===== src/rtl/spi_rd_pkg.sv =====
package spi_rd_pkg;

    localparam int unsigned CMD_BITS  = 16;
    localparam int unsigned ADDR_BITS = 8;
    localparam int unsigned CNT_W     = $clog2(CMD_BITS + 1);

    // One cycle's view of the synchronized serial pins.
    typedef struct packed {
        logic active;   // select asserted
        logic rise;     // rising serial clock edge seen this cycle
        logic fall;     // falling serial clock edge seen this cycle
        logic din;      // synchronized serial data input
    } spi_evt_t;

    typedef enum logic {
        PH_CMD   = 1'b0,
        PH_REPLY = 1'b1
    } rx_phase_t;

    // Zero-extend a capture sample into the reply word.
    function automatic logic [15:0] widen16(input logic [15:0] v);
        return v;
    endfunction

endpackage


===== src/rtl/spi_pin_sync.sv =====
module spi_pin_sync
    import spi_rd_pkg::*;
#(
    parameter int unsigned STAGES = 2
) (
    input  logic     clk,
    input  logic     rst,
    input  logic     sclk,
    input  logic     mosi,
    input  logic     cs_n,
    output spi_evt_t evt
);
    localparam int unsigned      LINES   = 3;
    localparam logic [LINES-1:0] RST_VAL = 3'b100; // select idle high

    logic [LINES-1:0] pin_in;
    logic [LINES-1:0] chain [STAGES];
    logic [LINES-1:0] synced;
    logic             sclk_prev;

    assign pin_in = {cs_n, mosi, sclk};

    always_ff @(posedge clk) begin
        if (rst) begin
            for (int k = 0; k < STAGES; k++) chain[k] <= RST_VAL;
            sclk_prev <= 1'b0;
        end else begin
            chain[0] <= pin_in;
            for (int k = 1; k < STAGES; k++) chain[k] <= chain[k-1];
            sclk_prev <= chain[STAGES-1][0];
        end
    end

    assign synced     = chain[STAGES-1];
    assign evt.active = ~synced[2];
    assign evt.rise   = evt.active &  synced[0] & ~sclk_prev;
    assign evt.fall   = evt.active & ~synced[0] &  sclk_prev;
    assign evt.din    = synced[1];

endmodule


===== src/rtl/spi_cmd_rx.sv =====
module spi_cmd_rx
    import spi_rd_pkg::*;
(
    input  logic                 clk,
    input  logic                 rst,
    input  spi_evt_t             evt,
    output logic                 cmd_done,
    output logic [ADDR_BITS-1:0] cmd_addr
);
    logic [CMD_BITS-1:0] sr;
    logic [CNT_W-1:0]    cnt;
    rx_phase_t           phase;
    logic                last_bit;

    assign last_bit = evt.rise && (phase == PH_CMD) && (cnt == CNT_W'(CMD_BITS - 1));

    always_ff @(posedge clk) begin
        if (rst || !evt.active) begin
            sr       <= '0;
            cnt      <= '0;
            phase    <= PH_CMD;
            cmd_done <= 1'b0;
        end else begin
            cmd_done <= last_bit;
            if (evt.rise && phase == PH_CMD) begin
                sr  <= {sr[CMD_BITS-2:0], evt.din};
                cnt <= cnt + 1'b1;
                if (last_bit) phase <= PH_REPLY;
            end
        end
    end

    assign cmd_addr = sr[CMD_BITS-1 -: ADDR_BITS];

endmodule


===== src/rtl/sample_bank.sv =====
module sample_bank
    import spi_rd_pkg::*;
#(
    parameter int unsigned SAMPLE_W = 14,
    parameter int unsigned NUM_REGS = 4,
    parameter int unsigned WORD_W   = 16,
    localparam int unsigned SEL_W   = (NUM_REGS > 1) ? $clog2(NUM_REGS) : 1
) (
    input  logic                 clk,
    input  logic                 rst,
    input  logic                 wr_en,
    input  logic [SEL_W-1:0]     wr_sel,
    input  logic [SAMPLE_W-1:0]  wr_data,
    input  logic [ADDR_BITS-1:0] rd_addr,
    output logic [WORD_W-1:0]    rd_word
);
    logic [SAMPLE_W-1:0] bank [NUM_REGS];

    for (genvar g = 0; g < NUM_REGS; g++) begin : g_reg
        always_ff @(posedge clk) begin
            if (rst)                                  bank[g] <= '0;
            else if (wr_en && wr_sel == SEL_W'(g))    bank[g] <= wr_data;
        end
    end

    // Addresses outside the bank match no entry and read as zero.
    always_comb begin
        rd_word = '0;
        for (int i = 0; i < NUM_REGS; i++) begin
            if (rd_addr == ADDR_BITS'(i)) rd_word = WORD_W'(bank[i]);
        end
    end

endmodule


===== src/rtl/spi_tx_shifter.sv =====
module spi_tx_shifter
    import spi_rd_pkg::*;
#(
    parameter int unsigned WORD_W = 16
) (
    input  logic              clk,
    input  logic              rst,
    input  spi_evt_t          evt,
    input  logic              load,
    input  logic [WORD_W-1:0] load_word,
    output logic              miso
);
    logic [WORD_W-1:0] sr;

    always_ff @(posedge clk) begin
        if (rst || !evt.active) begin
            sr   <= '0;
            miso <= 1'b0;
        end else if (load) begin
            sr <= load_word;
        end else if (evt.fall) begin
            miso <= sr[WORD_W-1];
            sr   <= {sr[WORD_W-2:0], 1'b0};
        end
    end

endmodule


===== src/rtl/spi_capture_slave.sv =====
module spi_capture_slave
    import spi_rd_pkg::*;
#(
    parameter int unsigned SAMPLE_W    = 14,
    parameter int unsigned NUM_REGS    = 4,
    parameter int unsigned SYNC_STAGES = 2,
    localparam int unsigned WORD_W     = CMD_BITS,
    localparam int unsigned SEL_W      = (NUM_REGS > 1) ? $clog2(NUM_REGS) : 1
) (
    input  logic                clk,
    input  logic                rst,
    input  logic                smp_valid,
    input  logic [SEL_W-1:0]    smp_sel,
    input  logic [SAMPLE_W-1:0] smp_data,
    input  logic                sclk,
    input  logic                mosi,
    input  logic                cs_n,
    output logic                miso
);
    spi_evt_t             evt;
    logic                 cmd_done;
    logic [ADDR_BITS-1:0] cmd_addr;
    logic [WORD_W-1:0]    rd_word;
    logic                 cs_act;
    logic                 sclk_rise;
    logic                 sclk_fall;

    assign cs_act    = evt.active;
    assign sclk_rise = evt.rise;
    assign sclk_fall = evt.fall;

    spi_pin_sync #(.STAGES(SYNC_STAGES)) u_sync (
        .clk  (clk),
        .rst  (rst),
        .sclk (sclk),
        .mosi (mosi),
        .cs_n (cs_n),
        .evt  (evt)
    );

    spi_cmd_rx u_rx (
        .clk      (clk),
        .rst      (rst),
        .evt      (evt),
        .cmd_done (cmd_done),
        .cmd_addr (cmd_addr)
    );

    sample_bank #(
        .SAMPLE_W (SAMPLE_W),
        .NUM_REGS (NUM_REGS),
        .WORD_W   (WORD_W)
    ) u_bank (
        .clk     (clk),
        .rst     (rst),
        .wr_en   (smp_valid),
        .wr_sel  (smp_sel),
        .wr_data (smp_data),
        .rd_addr (cmd_addr),
        .rd_word (rd_word)
    );

    spi_tx_shifter #(.WORD_W(WORD_W)) u_tx (
        .clk       (clk),
        .rst       (rst),
        .evt       (evt),
        .load      (cmd_done),
        .load_word (widen16(rd_word)),
        .miso      (miso)
    );

endmodule


===== config.mk =====
export PLATFORM = sky130hd
export DESIGN_NAME = spi_capture_slave
export DESIGN_NICKNAME = d
export VERILOG_FILES = /design/src/rtl/spi_rd_pkg.sv /design/src/rtl/spi_pin_sync.sv /design/src/rtl/spi_cmd_rx.sv /design/src/rtl/sample_bank.sv /design/src/rtl/spi_tx_shifter.sv /design/src/rtl/spi_capture_slave.sv
export SDC_FILE = /design/constraint.sdc
export NUM_CORES = 1
export LEC_CHECK = 0
export BUFFER_PORTS_ARGS = -buffer_cell sky130_fd_sc_hd__buf_2
export CORE_ASPECT_RATIO = 0.75
export CORE_MARGIN = 4
export CORE_UTILIZATION = 54
export DETAILED_ROUTE_END_ITERATION = 8
export PLACE_DENSITY = 0.75
export SLEW_MARGIN = 20
export SYNTH_ARGS = -nofsm -noshare
export SYNTH_HDL_FRONTEND = slang
export SYNTH_SLANG_ARGS = --single-unit

===== constraint.sdc =====
create_clock -name clk -period 1.7 [get_ports clk]
set_clock_uncertainty 0.2 [all_clocks]
set_input_delay 0.425 -clock clk [delete_from_list [all_inputs] [get_ports clk]]
set_output_delay 0.425 -clock clk [all_outputs]
set_load 0.05 [all_outputs]

### After elaboration in Yosys (flattened, before gate mapping)

Memory sizes are Yosys's and may differ from the RTL's.
Cells that the tools add are included.

* register bits after elaboration: 41
* bits in writable memories: 62
* input bits: 22
* output and inout bits: 1
* logic and storage cells: 71
* memories kept: 2

* add/sub/neg operators: 1
* equality and inequality tests: 7
* multiplexer cells: 27
* bitwise logic cells: 15
* reduce and logical (&&, ||, !) cells: 12

Memory list
* u_bank.bank: depth 4, width 14, rd ports 4, clocked after memory_dff 0, write ports 4, line sample_bank.sv:17 `logic [SAMPLE_W-1:0] bank [NUM_REGS];`
* u_sync.chain: depth 2, width 3, rd ports 2, clocked after memory_dff 0, write ports 2, line spi_pin_sync.sv:17 `logic [LINES-1:0] chain [STAGES];`

Operators by type and width (number)
* two-way mux 14 bit: 8
* two-way mux 16 bit: 2
* equality test 8 x 2 -> 1 bit (second input constant): 2
* two-way mux 1 bit: 15
* equality test 8 x 1 -> 1 bit (second input constant): 1
* zero test 8 bit: 1
* logical AND 1 bit: 6
* two-way mux 3 bit: 2
* bitwise OR 1 bit: 6
* adder 5 x 1 -> 5 bit (second input constant): 1
* equality test 5 x 4 -> 1 bit (second input constant): 1
* inverter 1 bit: 5
* AND 1 bit: 4
* equality test 2 bit (second input constant): 2
* AND reduction 2 bit: 2
* equality test 2 x 1 -> 1 bit (second input constant): 1
* zero test 2 bit: 1
* nonzero test 2 bit: 1
* logical OR 1 bit: 1

### Depth between registers and ports, before layout

An unclocked memory read counts as a cell.

* word-level depth: 7
* mapped depth: 5
* depth with buffers taken out: 5

### Hierarchy

Synthesis repeated with hierarchy kept, for this count alone.

* cell total of the unflattened synthesis: 367
* area total of the unflattened synthesis: 4593.2 sq um

By module, submodules not included
* sample_bank: instances 1, cells an instance 164, area each 2630.0 sq um, seq. area each 1681.6 sq um
* spi_cmd_rx: instances 1, cells an instance 110, area each 907.1 sq um, seq. area each 460.4 sq um
* spi_tx_shifter: instances 1, cells an instance 75, area each 845.8 sq um, seq. area each 340.3 sq um
* spi_pin_sync: instances 1, cells an instance 18, area each 210.2 sq um, seq. area each 140.1 sq um

### Least setup slack after synthesis

OpenSTA, ideal clock, no wires.

* kind: register to register
* start point: register u_rx.sr[8]
* end point: register u_tx.sr[1]
* setup time: 0.134 ns
* data arrival time: 1.332 ns
* required time: 1.366 ns
* slack: 0.034 ns
* stages on the path, launching flop included: 6
* buffers on the path: 2
* clock period less this slack: 1.666 ns
* cells stage by stage: dfxtp_1 -> buf_2 -> buf_4 -> mux4_2 -> inv_1 -> o22ai_1

* longest elaborated chain between the ends: 6
* elaborated cells between the ends (all ways): 9
* those cells by class: eq/ne: 3; mux: 5; reduce/logical: 1

RTL lines
* start, declared: line spi_cmd_rx.sv:10 `logic [CMD_BITS-1:0] sr;`
* start signal, assigned: line spi_cmd_rx.sv:26 `sr <= {sr[CMD_BITS-2:0], evt.din};`
* zero test 8 bit: line sample_bank.sv:30 `if (rd_addr == ADDR_BITS'(i)) rd_word = WORD_W'(bank[i]);`
* two-way mux 14 bit (3 in a row): line sample_bank.sv:30
* two-way mux 14 bit *: line sample_bank.sv:30
* two-way mux 16 bit *: line spi_tx_shifter.sv:19 `end else if (load) begin`
* end signal, assigned: line spi_tx_shifter.sv:20 `sr <= load_word;`
* end signal, assigned: line spi_tx_shifter.sv:23 `sr <= {sr[WORD_W-2:0], 1'b0};`
* end, declared: line spi_tx_shifter.sv:13 `logic [WORD_W-1:0] sr;`

Every way passes the cells marked *; elsewhere a longest branch is shown, timed or not.
A chain may end at the register's enable or synchronous reset.

### Worst setup path in the final report

* start point: register u_rx.phase
* end point: register u_rx.cnt[3]

* longest elaborated chain between the ends: 2

RTL lines
* start, declared: line spi_cmd_rx.sv:12 `rx_phase_t phase;`
* start signal, assigned: line spi_cmd_rx.sv:21 `phase <= PH_CMD;`
* start signal, assigned: line spi_cmd_rx.sv:28 `if (last_bit) phase <= PH_REPLY;`
* inverter 1 bit: line spi_cmd_rx.sv:25 `if (evt.rise && phase == PH_CMD) begin`
* logical AND 1 bit: line spi_cmd_rx.sv:25
* end signal, assigned: line spi_cmd_rx.sv:27 `cnt <= cnt + 1'b1;`
* end, declared: line spi_cmd_rx.sv:11 `logic [CNT_W-1:0] cnt;`

No other way between the ends.

==> impl_metrics.ini <==
[setup_path]
cp-start-kind = register
reg2reg_slack_ns = 0.03
cp-end-kind = register
cp.arrival_ns = 1.77
path_max_fanout = 4
critical_path_class = register to register
critPathRequiredTime_ns = 1.80

[cells_and_area]
fin_nets = 405
diodes = 0
fill_cells = 560
multiInputGateArea_sq_um = 1460
drive_above_1_share_pct = 23.58
register_area_sq_um = 2623
design_area_sq_um = 4897
layout_common_cells = 56 x and2_1, 56 x edfxtp_1, 47 x dfxtp_1
syn_to_final_growth_pct = 16.14

[power_and_ir_drop]
clockPowerShare_pct = 33.5
power.internal_uw = 3566
switching_share_pct = 20.99
ir_worst_vdd_mv = 0.7914
pwr-share-comb_pct = 5.3
power_density_nw_per_um2 = 921.5
sequentialPowerShare_pct = 61.1
leakagePower_uw = 0.001727
p_sw_uw = 947.1

[sta]
min_period_ns = 1.668
worst_slew_pin_slew_ns = 0.4421
tns_ns = 0
setup_viol = 0
max_freq_mhz = 599.6
hold_viol_final = 0
holdWs_ns = 0.02955
timing.slew.headroom_pct = 70.53
drv_slew = 0
fin_crit_sh_pct = 98.10

[die]
ios = 23
die_y_um = 84.53
core_area_sq_um = 7466
die_w_um = 110.0
rows = 27
initial_core_util_pct = 56.48
dieArea_sq_um = 9301

[logic_synthesis]
synth_area_sq_um = 4217
syn_avg_cell_area_sq_um = 12.37
ys_warn_count = 0
synthCells = 341
synth_seq_cells = 103
syn_nets = 365
yosysSeqAreaShare_pct = 62.20
synth_cell_types = 29

[place]
dp_hpwl_um = 5375
gp_congestion = 0.7632
io_buffer_count = 22
place_area_sq_um = 4668

[clock_network]
cts_root_buf = clkbuf_8
insertion_delay_ns = 0.37
cts_sinks = 103
cts.clk_slew.worst_paths_ns = 0.09
h-tree-depth = 3
cts_tree = yes
clk_path_buf_depth = 2
holdBufCountCts = 0
numCtsBuffers = 9

[hold_path]
hp-class = input port to register

[routing]
drt_iter0_markers = 108
wirelength_um = 7892
vias = 2598
drc_errors = 0
wire_per_inst_um = 16.21
dr.pass1.iters = 4
vias_per_cell = 5.335
ant_nets = 0

[grt]
grt_use_total_pct = 18.70
antenna_found_initial = 0
grt_pass1_wl_um = 13190
grt_max_degree = 24
overflow = 0
grt_pass1_vias = 2559

[status]
status = finished clean

[job]
drv_cap = 0
==> per-stage QoR <==
stage	setup slack, ns	util (%)	instances	power (uW)
after floorplan	0.03414	-	341	2920
after global placement	0.009290	62.53	470	3046
after detailed placement	-0.01751	62.53	470	3057
after CTS	0.02380	65.21	486	4552
after global routing	-0.02348	65.59	487	4688
final	0.03229	65.59	487	4513
==> synthesized netlist by cell type, drive strengths merged <==
cell type	n	area share, %
nor3	5	0.59
mux4	14	7.5
or4b	1	0.24
a31o	4	0.83
xnor2	1	0.21
dfxtp	47	22
ha	2	0.59
or3	3	0.45
and2	56	8.3
a211oi	1	0.18
nor2	7	0.62
buf	7	0.95
clkbuf	14	1.2
nand2b	1	0.15
mux2i	16	3.8
nand3	2	0.24
and3	2	0.30
edfxtp	56	40
a21oi	20	2.4
o22ai	14	2.1
o21ai	3	0.36
nor3b	2	0.36
or2	3	0.45
nor4b	2	0.56
nor2b	5	0.74
nand2	34	3.0
inv	19	1.7
==> power by group through the flow <==
stage / sequential, uW / combinational, uW / clock [uW]
floorplan: 2800 / 118 / 0
global placement: 2810 / 235 / 0
detailed placement: 2820 / 241 / 0
CTS: 2760 / 243 / 1550
global route: 2770 / 264 / 1660
finish: 2760 / 241 / 1510
==> registers in the layout (all words and copies together), names as in the netlist <==
| register | count |
|---|---|
| u_bank.bank | 56 |
| u_rx.sr | 16 |
| u_tx.sr | 16 |
| u_sync.chain | 6 |
| u_rx.cnt | 5 |
| u_rx.cmd_done | 1 |
| u_rx.phase | 1 |
| u_sync.sclk_prev | 1 |
| u_tx.miso | 1 |
==> kinds of logic (layout without fill, tap and decap cells) <==
group	count (synthesis)	in the layout	share of synthesized area, %
AO/OA/AOI/OAI	42	42	5.816
XOR/XNOR	1	1	0.2078
adder cells (fa/ha/maj)	2	2	0.5934
buffers and inverters	40	85	3.887
flip-flops	103	103	62.20
multiplexers	30	30	11.28
AND/OR/NAND/NOR	123	123	16.02
==> repair_timing <==
item / in CTS / in global routing
pin swaps: 0 / 1
setup endpoints to repair: 2 / 3
resized for setup: 1 / 6
gates cloned: 0 / 0
buffers inserted: 0 / 1
==> worst paths after layout <==
kind | depth (start not counted) | from | endpoint
max reg2reg | 3 | u_rx.phase$_SDFFE_PP0P_ | u_rx.cnt[3]$_SDFFE_PP0N_
min | 2 | cs_n | u_sync.chain[0][2]$_SDFF_PP1_
min reg2reg | 1 | u_sync.chain[0][2]$_SDFF_PP1_ | u_sync.chain[0][5]$_SDFF_PP1_
max | 3 | u_rx.phase$_SDFFE_PP0P_ | u_rx.cnt[3]$_SDFFE_PP0N_
==> final cells by class <==
cell class              instances  share of cell area [%]
clock buffers                  11                   2.887
clock inverters                 5                   1.124
inverters                      19                   1.456
multi-input cells             198                   29.82
flip-flops and latches        103                   53.55
well taps                     101                   2.580
repair buffers                 50                   8.585
==> layer usage <==
layer,wire length (um),track usage (%),vias up
li1,-,-,1271
met1,3681,26.04,1281
met2,3793,28.08,37
met3,333,6.918,9
met4,82,4.304,0
met5,0,0,-
==> critical path, stage by stage, from the launching register on <==
cell,delay [ns]
dfxtp_1,0.33
or4b_4,0.56
or3_4,0.39
a21oi_2,0.13
No activity file was read; power rests on OpenSTA's default activity.
